**src/rtl/evt_nest_pkg.sv**
```systemverilog
package evt_nest_pkg;

    typedef enum logic [1:0] {
        SEL_CAPTURE = 2'd0,
        SEL_ENABLE  = 2'd1,
        SEL_ACTIVE  = 2'd2,
        SEL_NONE    = 2'd3
    } reg_sel_e;

endpackage

```
**src/rtl/evt_lowest_pick.sv**
```systemverilog
module evt_lowest_pick #(
    parameter int unsigned N = 16,
    localparam int unsigned W = (N > 1) ? $clog2(N) : 1
) (
    input  logic [N-1:0] vec_in,
    output logic [N-1:0] first_oh,
    output logic [W-1:0] first_idx,
    output logic         any_set
);

    logic [N:0] seen;

    assign seen[0] = 1'b0;

    for (genvar gi = 0; gi < N; gi++) begin : g_chain
        assign seen[gi+1]   = seen[gi] | vec_in[gi];
        assign first_oh[gi] = vec_in[gi] & ~seen[gi];
    end

    assign any_set = seen[N];

    always_comb begin
        first_idx = '0;
        for (int i = 0; i < N; i++) begin
            if (first_oh[i]) begin
                first_idx = first_idx | W'(i);
            end
        end
    end

endmodule

```
**src/rtl/evt_take_arb.sv**
```systemverilog
module evt_take_arb #(
    parameter int unsigned        N        = 16,
    parameter int unsigned        GP_FIRST = 7,
    parameter logic [N-1:0]       FORCED   = 16'h0006,
    localparam int unsigned       W        = (N > 1) ? $clog2(N) : 1
) (
    input  logic [N-1:0] capture,
    input  logic [N-1:0] enable,
    input  logic [N-1:0] active,
    input  logic         gp_en,
    output logic [N-1:0] take_oh,
    output logic [W-1:0] take_idx,
    output logic         take_any,
    output logic [N-1:0] inner_oh
);

    logic [N-1:0] gp_gate;
    logic [N-1:0] ceiling;
    logic [N-1:0] eligible;
    logic [W-1:0] inner_idx;
    logic         inner_any;

    for (genvar gi = 0; gi < N; gi++) begin : g_gate
        if (gi >= GP_FIRST) begin : g_gp
            assign gp_gate[gi] = gp_en;
        end else begin : g_fixed
            assign gp_gate[gi] = 1'b1;
        end
    end

    evt_lowest_pick #(.N(N)) u_inner (
        .vec_in    (active),
        .first_oh  (inner_oh),
        .first_idx (inner_idx),
        .any_set   (inner_any)
    );

    // Levels strictly above the innermost active one; all levels when idle.
    always_comb begin
        if (inner_any) begin
            ceiling = inner_oh - N'(1);
        end else begin
            ceiling = '1;
        end
        eligible = capture & (enable | FORCED) & gp_gate & ceiling;
    end

    evt_lowest_pick #(.N(N)) u_win (
        .vec_in    (eligible),
        .first_oh  (take_oh),
        .first_idx (take_idx),
        .any_set   (take_any)
    );

    logic unused_ok;
    assign unused_ok = ^inner_idx;

endmodule

```
**src/rtl/evt_nest_ctrl.sv**
```systemverilog
module evt_nest_ctrl #(
    parameter int unsigned  LVL_N    = 16,
    parameter int unsigned  GP_FIRST = 7,
    parameter logic [15:0]  FORCED   = 16'h0006,
    localparam int unsigned LVL_W    = $clog2(LVL_N)
) (
    input  logic             clk,
    input  logic             rst_n,
    input  logic [LVL_N-1:0] evt_req,
    input  logic             gp_en,
    input  logic             rfe,
    input  logic [1:0]       bus_addr,
    input  logic             bus_wr,
    input  logic             bus_super,
    input  logic [LVL_N-1:0] bus_wdata,
    output logic [LVL_N-1:0] bus_rdata,
    output logic             take_vld,
    output logic [LVL_W-1:0] take_vec
);
    import evt_nest_pkg::*;

    typedef struct packed {
        logic [LVL_N-1:0] capture;
        logic [LVL_N-1:0] enable;
        logic [LVL_N-1:0] active;
        logic             take;
        logic [LVL_W-1:0] vec;
    } ctl_state_t;

    ctl_state_t st_d, st_q;

    logic [LVL_N-1:0] take_oh;
    logic [LVL_W-1:0] take_idx;
    logic             take_any;
    logic [LVL_N-1:0] inner_oh;

    evt_take_arb #(
        .N        (LVL_N),
        .GP_FIRST (GP_FIRST),
        .FORCED   (FORCED[LVL_N-1:0])
    ) u_arb (
        .capture  (st_q.capture),
        .enable   (st_q.enable),
        .active   (st_q.active),
        .gp_en    (gp_en),
        .take_oh  (take_oh),
        .take_idx (take_idx),
        .take_any (take_any),
        .inner_oh (inner_oh)
    );

    reg_sel_e         sel;
    logic [LVL_N-1:0] sw_lane;
    logic [LVL_N-1:0] cap_sw;
    logic [LVL_N-1:0] retire;

    always_comb begin
        sel     = reg_sel_e'(bus_addr);
        st_d    = st_q;

        sw_lane = (bus_wr && sel == SEL_CAPTURE) ? ~st_q.enable : '0;
        cap_sw  = (st_q.capture & ~sw_lane) | (bus_wdata & sw_lane);
        st_d.capture = (cap_sw & ~take_oh) | evt_req;

        if (bus_wr && bus_super && sel == SEL_ENABLE) begin
            st_d.enable = bus_wdata;
        end

        retire      = rfe ? inner_oh : '0;
        st_d.active = (st_q.active & ~retire) | take_oh;

        st_d.take = take_any;
        st_d.vec  = take_idx;
    end

    always_ff @(posedge clk) begin
        if (!rst_n) begin
            st_q <= '0;
        end else begin
            st_q <= st_d;
        end
    end

    always_comb begin
        case (sel)
            SEL_CAPTURE: bus_rdata = st_q.capture;
            SEL_ENABLE:  bus_rdata = bus_super ? st_q.enable : '0;
            SEL_ACTIVE:  bus_rdata = st_q.active;
            default:     bus_rdata = '0;
        endcase
    end

    assign take_vld = st_q.take;
    assign take_vec = st_q.vec;

endmodule

```
**config.mk**
```make
export PLATFORM = sky130hd
export DESIGN_NAME = evt_nest_ctrl
export DESIGN_NICKNAME = d
export VERILOG_FILES = /design/src/rtl/evt_nest_pkg.sv /design/src/rtl/evt_lowest_pick.sv /design/src/rtl/evt_take_arb.sv /design/src/rtl/evt_nest_ctrl.sv
export SDC_FILE = /design/constraint.sdc
export NUM_CORES = 1
export LEC_CHECK = 0
export CORE_AREA = 2 2 88 90
export CTS_CLUSTER_SIZE = 14
export DETAILED_ROUTE_END_ITERATION = 8
export DIE_AREA = 0 0 90 92
export PLACE_DENSITY = 0.69
export REMOVE_ABC_BUFFERS = 1
export SYNTH_ARGS = -nofsm -noshare
export SYNTH_HDL_FRONTEND = slang
export SYNTH_SLANG_ARGS = --single-unit
```
**constraint.sdc**
```tcl
create_clock -name clk -period 2.5 [get_ports clk]
set_input_delay 0.5 -clock clk [delete_from_list [all_inputs] [get_ports clk]]
set_output_delay 0.5 -clock clk [all_outputs]
set_load 0.05 [all_outputs]
```
== Yosys cells after proc, flatten, opt, wreduce, memory -nomap -nowiden ==
Index checks and enable logic that the tools add are counted.

* Equality and inequality tests: 2
* Reduce and logical (&&, ||, !) cells: 4
* Muxes and demuxes: 20
* Add/sub/neg operators: 1
* Bitwise operators: 104

{| class="wikitable"
|+ Operator list
! cell !! number
|-
| 16-bit bitwise AND || 7
|-
| 16-bit 2-to-1 mux || 4
|-
| 16-bit inverter || 4
|-
| 16-bit OR || 3
|-
| 16-bit case mux with 3 select lines || 1
|-
| 4-bit 2-to-1 mux || 8
|-
| 1-bit bitwise AND || 30
|-
| 1-bit inverter || 30
|-
| 1-bit OR || 30
|-
| 16-bit by 1-bit subtractor with 16-bit output (second input constant) || 1
|-
| 3-bit 2-to-1 mux || 4
|-
| 2-bit 2-to-1 mux || 2
|-
| 1-bit logical AND || 3
|-
| 2-bit by 1-bit == test with 1-bit output (second input constant) || 1
|-
| 2-bit == test (second input constant) || 1
|-
| 2-bit logical NOT || 1
|-
| 1-bit 2-to-1 mux || 1
|}

* Bits of input ports: 40
* Word-level logic and storage cells: 136
* Register bits after elaboration: 53
* Output and inout bits: 21

== Logic depth before layout (Yosys ltp) ==
Gate-level depths: netlist (run 1).

* Depth in word-level cells: 38
* Depth in mapped cells: 8
* Depth with buffers taken out: 6

== Modules after synthesis ==
A second synthesis (run 1) with hierarchy kept.

* Cell total of the unflattened synthesis: 487
* Area total of the unflattened synthesis: 3998.8 µm²

{| class="wikitable"
|+ Modules (own cells, without submodules)
! module !! times used !! seq. area each (µm²) !! cells each !! area an instance (µm²)
|-
| evt_nest_ctrl || 1 || 1061.0 || 315 || 2855.2
|-
| evt_lowest_pick || 2 || 0.0 || 51 || 346.6
|-
| evt_take_arb || 1 || 0.0 || 70 || 450.4
|}

== Worst setup path after synthesis (run 1) ==
No wires, ideal clock.

* Path type: input to output
* Start: in bus_addr[0]
* End: out bus_rdata[10]
* Setup slack: -260 ps
* Stages: 4
* Arrival time: 2260 ps
* Required time: 2000 ps
* Buffers on the path: 2
* Cells stage by stage: clkbuf_1 buf_1 a31oi_1 o21ai_0

* Word-level cells in the longest chain between the ends: 2
* Elaborated cells on any way between the ends: 4
* Those cells by class: eq/ne (2); mux (1); reduce/logical (1)

{| class="wikitable"
|+ Ends and longest elaborated chain
! item !! line !! RTL
|-
| from (decl) || evt_nest_ctrl.sv:12 || <nowiki>input logic [1:0] bus_addr,</nowiki>
|-
| 2-bit == test (tied with other cells) || evt_nest_ctrl.sv:85 || <nowiki>case (sel)</nowiki>
|-
| 16-bit case mux with 3 select lines * || evt_nest_ctrl.sv:85 ||
|-
| to (decl) || evt_nest_ctrl.sv:16 || <nowiki>output logic [LVL_N-1:0] bus_rdata,</nowiki>
|}

Mark *: on every way between the ends. The rest lies on a longest branch, timed or not.

== Worst setup path after layout (run 1) ==
* Start: in bus_addr[0]
* End: out bus_rdata[6]

The elaborated chain is that of the path after synthesis.

==> results.py, run 1 <==
metrics = {
    "synthesis": {
        "synth.yosys.warnings": 0,
        "synth_top_flop_cell": "dfxtp_1",
        "synth_edf_count": 0,
        "ys_seq_area_frac": 0.333,
        "syn_inst": 404,
        "syn_area_um2": 3180,
        "ys_ff_latch": 53,
        "avgSynthCellArea_um2": 7.88,
        "ys_async_sr_fraction": 0,
        "synth_cell_types": 52,
    },
    "cts": {
        "htree_levels": 2,
        "cts.sinks": 53,
        "postCtsSetupRepairBufs": 0,
        "cts_hold_buf": 0,
        "cts_made_buffers": 5,
        "cts_resized": 0,
        "cts.path.max_buffers": 2,
        "root_buffer": "clkbuf_8",
        "tritoncts": "built",
        "cts.clk_slew.worst_paths_ns": 0.09,
        "clk_latency_ns": 0.31,
    },
    "die": {
        "initial_core_util": 0.427,
        "rows": 32,
        "ios": 61,
        "die_area_um2": 8280,
        "core_um2": 7450,
        "dieWidth_um": 90,
        "die_y_um": 92,
    },
    "routing": {
        "dr.pass1.iters": 4,
        "vias": 3187,
        "first_iter_violations": 146,
        "drt-total-wl_um": 8900,
        "wl_per_cell_um": 15.6,
        "avgViaCountPerCell": 5.57,
        "drc": 0,
        "ant_nets": 0,
    },
    "sta": {
        "fin_tns_setup_ns": 0,
        "clock.fmax_mhz": 413,
        "period_minus_slack_ns": 2.42,
        "fin_crit_sh": 0.968,
        "rsz0062_at_grt": "false",
        "tightest_slew_ns": 0.614,
        "setup_viol": 0,
        "maxSlewViolCount": 0,
        "clock-skew-final_ns": 0.0108,
        "relSlewSlack": 0.590,
        "hold_violations": 0,
    },
    "global_route": {
        "grt_max_degree": 54,
        "grt_pass1_vias": 3012,
        "antenna_found_initial": 0,
        "grt.overflow.total": 0,
        "gr-usage-all-layers": 0.213,
        "grt_pass1_wl_um": 14500,
    },
    "job": {
        "maxCapViolations": 0,
    },
    "finish": {
        "regArea_um2": 1060,
        "drive_gt1_frac": 0.134,
        "nFillCells": 704,
        "layoutNonFillerInstCount": 572,
        "multi_input_area_um2": 1990,
        "antenna_cells": 0,
        "final_util": 0.576,
        "final_nets": 509,
        "area_growth_pct": 34.9,
    },
    "critical_path": {
        "crit_fanout": 23,
        "cp_slowest_cell": "clkdlybuf4s50_1",
        "end_kind": "primary output",
        "crit_required_ns": 2.00,
        "crit_arrival_ns": 1.92,
        "crit_chain": "clkdlybuf4s50_1 > buf_4 > a31oi_1 > o21ai_0 > buf_12",
        "slowest_delay_ns": 0.50,
        "path_class": "in -> out",
        "crit_path_start_kind": "input pin",
    },
    "pwr": {
        "combPwrFrac": 0.234,
        "leakagePower_nw": 1.58,
        "power_density_nw_per_um2": 462,
        "power_switching_mw": 0.557,
        "seqPwrFrac": 0.457,
        "power.share.clock": 0.309,
        "vdd_drop_max_v": 0.000220,
        "internal_power_mw": 1.43,
        "switching_share": 0.281,
    },
    "place": {
        "numPortBuffers": 60,
        "dp_hpwl_um": 6570,
        "placedCellCount": 564,
        "gp_congestion": 0.917,
    },
    "status": {
        "status": "complete, no violations",
    },
    "min_path": {
        "hold_path_class": "reg -> reg",
    },
}
## area by class of cell
cell class / instances / area share
clock inverter: 1 / 0.00700
tap: 102 / 0.0297
timing repair buffer: 88 / 0.229
clock buffer: 7 / 0.0201
inverter: 3 / 0.00262
multi-input combinational: 318 / 0.464
sequential: 53 / 0.247
## path summary, 6_finish.rpt
path,end,depth (start not counted),slack (ns),startpoint
max,bus_rdata[6],5,0.08,bus_addr[0]
min,st_q[22]$_SDFFE_PN0P_,2,0.48,st_q[22]$_SDFFE_PN0P_
max reg2reg,take_vec[1]$_SDFF_PN0_,5,0.16,st_q[7]$_SDFF_PN0_
min reg2reg,st_q[22]$_SDFFE_PN0P_,2,0.48,st_q[22]$_SDFFE_PN0P_
## critical path: cells and delay by family
family	cells	cell delay, ns
AO/OA/AOI/OAI	2	0.47
buffers and inverters	3	0.94
## cells in the mapped netlist, drive strengths merged (2+ instances only)
cell type | instances | area (um^2)
a22oi | 2 | 15.0
and4b | 3 | 30.0
nor2 | 21 | 78.8
nand4b | 3 | 26.3
and3b | 2 | 17.5
nor4b | 2 | 23.8
buf | 9 | 50.0
o41a | 2 | 22.5
a21oi | 16 | 80.1
nor3b | 3 | 22.5
mux2 | 4 | 45.0
a211oi | 3 | 22.5
and2 | 6 | 37.5
or3 | 2 | 12.5
mux2i | 9 | 90.1
nand4 | 2 | 12.5
and3 | 4 | 25.0
o21a | 18 | 135
clkbuf | 21 | 78.8
or4 | 2 | 18.8
nand3 | 7 | 35.0
nand3b | 18 | 135
nor3 | 5 | 30.0
a31oi | 14 | 87.6
nor4 | 5 | 37.5
and4 | 2 | 17.5
nand2 | 61 | 229
a21boi | 27 | 203
inv | 3 | 11.3
o21ai | 31 | 155
dfxtp | 53 | 1060
o31a | 6 | 52.6
nor2b | 25 | 156
## logic make-up (layout without fill, tap and decap cells)
family	after synthesis	after routing	synth area share
buf+inv	33	99	0.0440
mux	13	13	0.0425
compound gates	128	128	0.273
simple gates	177	177	0.307
flops	53	53	0.333
## through the flow
step	area [um^2]	power (mW)	hold slack, ns	setup WS [ns]
2_1_floorplan	3050	1.15	0.457	0.256
3_3_place_gp	4160	1.38	0.469	-0.122
3_5_place_dp	4160	1.38	0.471	-0.205
4_1_cts	4280	1.99	0.486	0.0510
5_1_grt	4290	2.07	0.509	0.00477
6_report	4290	1.98	0.484	0.0795
## per-layer routing
layer,GRT usage,vias up,wire [um]
li1,-,1592,-
met1,0.275,1505,4110
met2,0.371,76,4300
met3,0.0370,14,387
met4,0.0526,0,102
met5,0,-,0
## cells in the final DEF (no fill, tap or decap), types with 9 or more instances in the layout
cell and count:
nand2_1 61, dfxtp_1 53, clkdlybuf4s50_1 44, o21ai_0 27
a21boi_0 27, buf_4 27, nor2b_1 25, nor2_1 21
nand3b_1 18, o21a_1 18, buf_12 17, a21oi_1 15
a31oi_1 14, mux2i_1 9
## power by group through the flow
stage / Combinational [mW] / Sequential (mW) / Clock (mW)
floorplan: 0.212 / 0.933 / 0
global placement: 0.454 / 0.924 / 0
detailed placement: 0.458 / 0.925 / 0
CTS: 0.460 / 0.906 / 0.624
global route: 0.498 / 0.911 / 0.660
finish: 0.464 / 0.907 / 0.613
## registers in the layout, summed over array words and instances, names as in the netlist
register	flops
st_q	48
take_vec	4
take_vld	1
No activity file was read; power rests on OpenSTA's default activity.
==> run 2, diff against run 1 <==
--- a/config.mk
+++ b/config.mk
@@ -11,6 +11,7 @@
 export DIE_AREA = 0 0 90 92
 export PLACE_DENSITY = 0.69
 export REMOVE_ABC_BUFFERS = 1
+export SLEW_MARGIN = 10
 export SYNTH_ARGS = -nofsm -noshare
 export SYNTH_HDL_FRONTEND = slang
 export SYNTH_SLANG_ARGS = --single-unit
==> constraint.sdc (replaced) <==
create_clock -name clk -period 3.1 [get_ports clk]
set_input_delay 0.62 -clock clk [delete_from_list [all_inputs] [get_ports clk]]
set_output_delay 0.62 -clock clk [all_outputs]
set_load 0.05 [all_outputs]
==> run 2 against run 1 <==
Compared with the run above: total power fell by 27%; sequential power fell by 19%; worst setup slack improved by 0.23 ns; critical endpoint is now st_q[51]$_SDFF_PN0_; largest cell class unchanged.
==> results.py, run 2 (synthesis gave the netlist of run 1 again) <==
metrics = {
    "status": {
        "status": "complete, no violations",
    },
    "die": {
        "die_y_um": 92,
        "ios": 61,
        "rows": 32,
        "die_area_um2": 8280,
        "initial_core_util": 0.427,
        "core_um2": 7450,
        "dieWidth_um": 90,
    },
    "critical_path": {
        "crit_path_start_kind": "input pin",
        "path_class": "in -> reg",
        "end_kind": "register",
        "setup.reg_to_reg.worst_slack_ns": 0.68,
        "crit_required_ns": 3.31,
        "r2r-end": "st_q[51]$_SDFF_PN0_",
        "r2r-start": "st_q[13]$_SDFF_PN0_",
        "crit_arrival_ns": 2.99,
        "ff2ff_path_depth": 6,
        "crit_fanout": 6,
    },
    "sta": {
        "hold_violations": 0,
        "fin_crit_sh": 0.899,
        "fin_tns_setup_ns": 0,
        "clock-skew-final_ns": 0.00791,
        "relSlewSlack": 0.405,
        "tightest_slew_ns": 0.881,
        "setup_viol": 0,
        "maxSlewViolCount": 0,
        "worst_slack_ns": 0.313,
        "clock.fmax_mhz": 359,
        "rsz0062_at_grt": "false",
        "period_minus_slack_ns": 2.79,
        "hold_ws_ns": 0.488,
    },
    "global_route": {
        "antenna_found_initial": 0,
        "grt_pass1_wl_um": 14400,
        "grt_pass1_vias": 2984,
        "grt_max_degree": 54,
        "gr-usage-all-layers": 0.211,
        "grt.overflow.total": 0,
    },
    "finish": {
        "design_area_um2": 4080,
        "regArea_um2": 1060,
        "final_nets": 490,
        "multi_input_area_um2": 1980,
        "largest_register": "st_q",
        "final_common_cell": "nand2_1",
        "area_growth_pct": 28.3,
        "layoutNonFillerInstCount": 551,
        "antenna_cells": 0,
        "drive_gt1_frac": 0.0935,
        "largest_register_ffs": 48,
        "nFillCells": 717,
        "final_cell_mix": "nand2_1 (61), dfxtp_1 (53), clkdlybuf4s50_1 (44), o21ai_0 (31), a21boi_0 (27)",
    },
    "place": {
        "placedCellCount": 545,
        "dpl_cell_area_um2": 4010,
        "dp_slack_ns": 0.0672,
        "dp_hpwl_um": 6380,
        "numPortBuffers": 60,
        "gp_congestion": 0.939,
    },
    "cts": {
        "tritoncts": "built",
        "cts_made_buffers": 5,
        "postCtsSetupRepairBufs": 0,
        "root_buffer": "clkbuf_8",
        "cts.clk_slew.worst_paths_ns": 0.09,
        "clk_latency_ns": 0.31,
        "cts.sinks": 53,
        "cts_resized": 0,
        "htree_levels": 2,
        "cts.path.max_buffers": 2,
        "cts_hold_buf": 0,
    },
    "pwr": {
        "power_density_nw_per_um2": 357,
        "leakagePower_nw": 1.47,
        "vdd_drop_max_v": 0.000181,
    },
    "routing": {
        "avgViaCountPerCell": 5.65,
        "dr.pass1.iters": 5,
        "vias": 3114,
        "wl_per_cell_um": 15.7,
        "drc": 0,
        "first_iter_violations": 275,
        "drt-total-wl_um": 8670,
        "ant_nets": 0,
    },
    "min_path": {
        "hold_path_class": "reg -> reg",
        "hold_path_end": "st_q[23]$_SDFFE_PN0P_",
        "hold_depth": 2,
        "hp-start": "st_q[23]$_SDFFE_PN0P_",
    },
    "job": {
        "maxCapViolations": 0,
    },
}
-- run 2: metal layers --
metal / routed length, um / GRT usage / vias to the layer above
met5: 0 / 0 / -
met4: 53 / 0.0359 / 0
met3: 486 / 0.0435 / 8
met2: 4240 / 0.365 / 79
met1: 3890 / 0.275 / 1481
li1: - / - / 1546
-- run 2: area by class of cell --
type,count,share of cell area
multi-input cells,318,0.485
repair buffers,69,0.203
flip-flops and latches,53,0.260
well taps,102,0.0313
clock buffers,5,0.0169
inverters,3,0.00276
clock inverters,1,0.00123
-- run 2: stage by stage --
| step | power (mW) | util |
|---|---|---|
| after floorplan | 0.923 | - |
| after global placement | 1.09 | 0.538 |
| after detailed placement | 1.10 | 0.538 |
| after CTS | 1.47 | 0.548 |
| after global routing | 1.54 | 0.548 |
| final | 1.46 | 0.548 |
-- run 2: worst max path at each step --
| stage | to | startpoint | slack (ns) |
|---|---|---|---|
| finish | st_q[51]$_SDFF_PN0_ | gp_en | 0.31 |
| global route | st_q[51]$_SDFF_PN0_ | gp_en | 0.19 |
| CTS | take_vec[1]$_SDFF_PN0_ | gp_en | 0.38 |
| detailed placement | st_q[52]$_SDFF_PN0_ | gp_en | 0.07 |
| global placement | st_q[52]$_SDFF_PN0_ | gp_en | 0.25 |
| floorplan | bus_rdata[1] | bus_addr[0] | 0.62 |
-- run 2: report_power, final --
| part | switching (mW) | internal (mW) | leakage [nW] |
|---|---|---|---|
| Clock | 0.223 | 0.150 | 0.0399 |
| Sequential | 0.0233 | 0.707 | 0.434 |
| Combinational | 0.187 | 0.166 | 0.995 |
| Total | 0.434 | 1.02 | 1.47 |
-- run 2: critical path, cell delays in order --
cell and delay [ns]:
clkdlybuf4s50_1 0.48, and3_1 0.29, a211oi_1 0.56, a21oi_1 0.25
nor4_1 0.53, a21oi_1 0.09, o21a_1 0.19
==> run 3, diff against run 2 <==
--- a/config.mk
+++ b/config.mk
@@ -11,6 +11,7 @@
 export DIE_AREA = 0 0 90 92
 export PLACE_DENSITY = 0.69
 export REMOVE_ABC_BUFFERS = 1
+export SKIP_CTS_REPAIR_TIMING = 1
 export SLEW_MARGIN = 10
 export SYNTH_ARGS = -nofsm -noshare
 export SYNTH_HDL_FRONTEND = slang
==> results of run 3 <==
The final DEF is identical to that of run 2; final timing and power are the same.
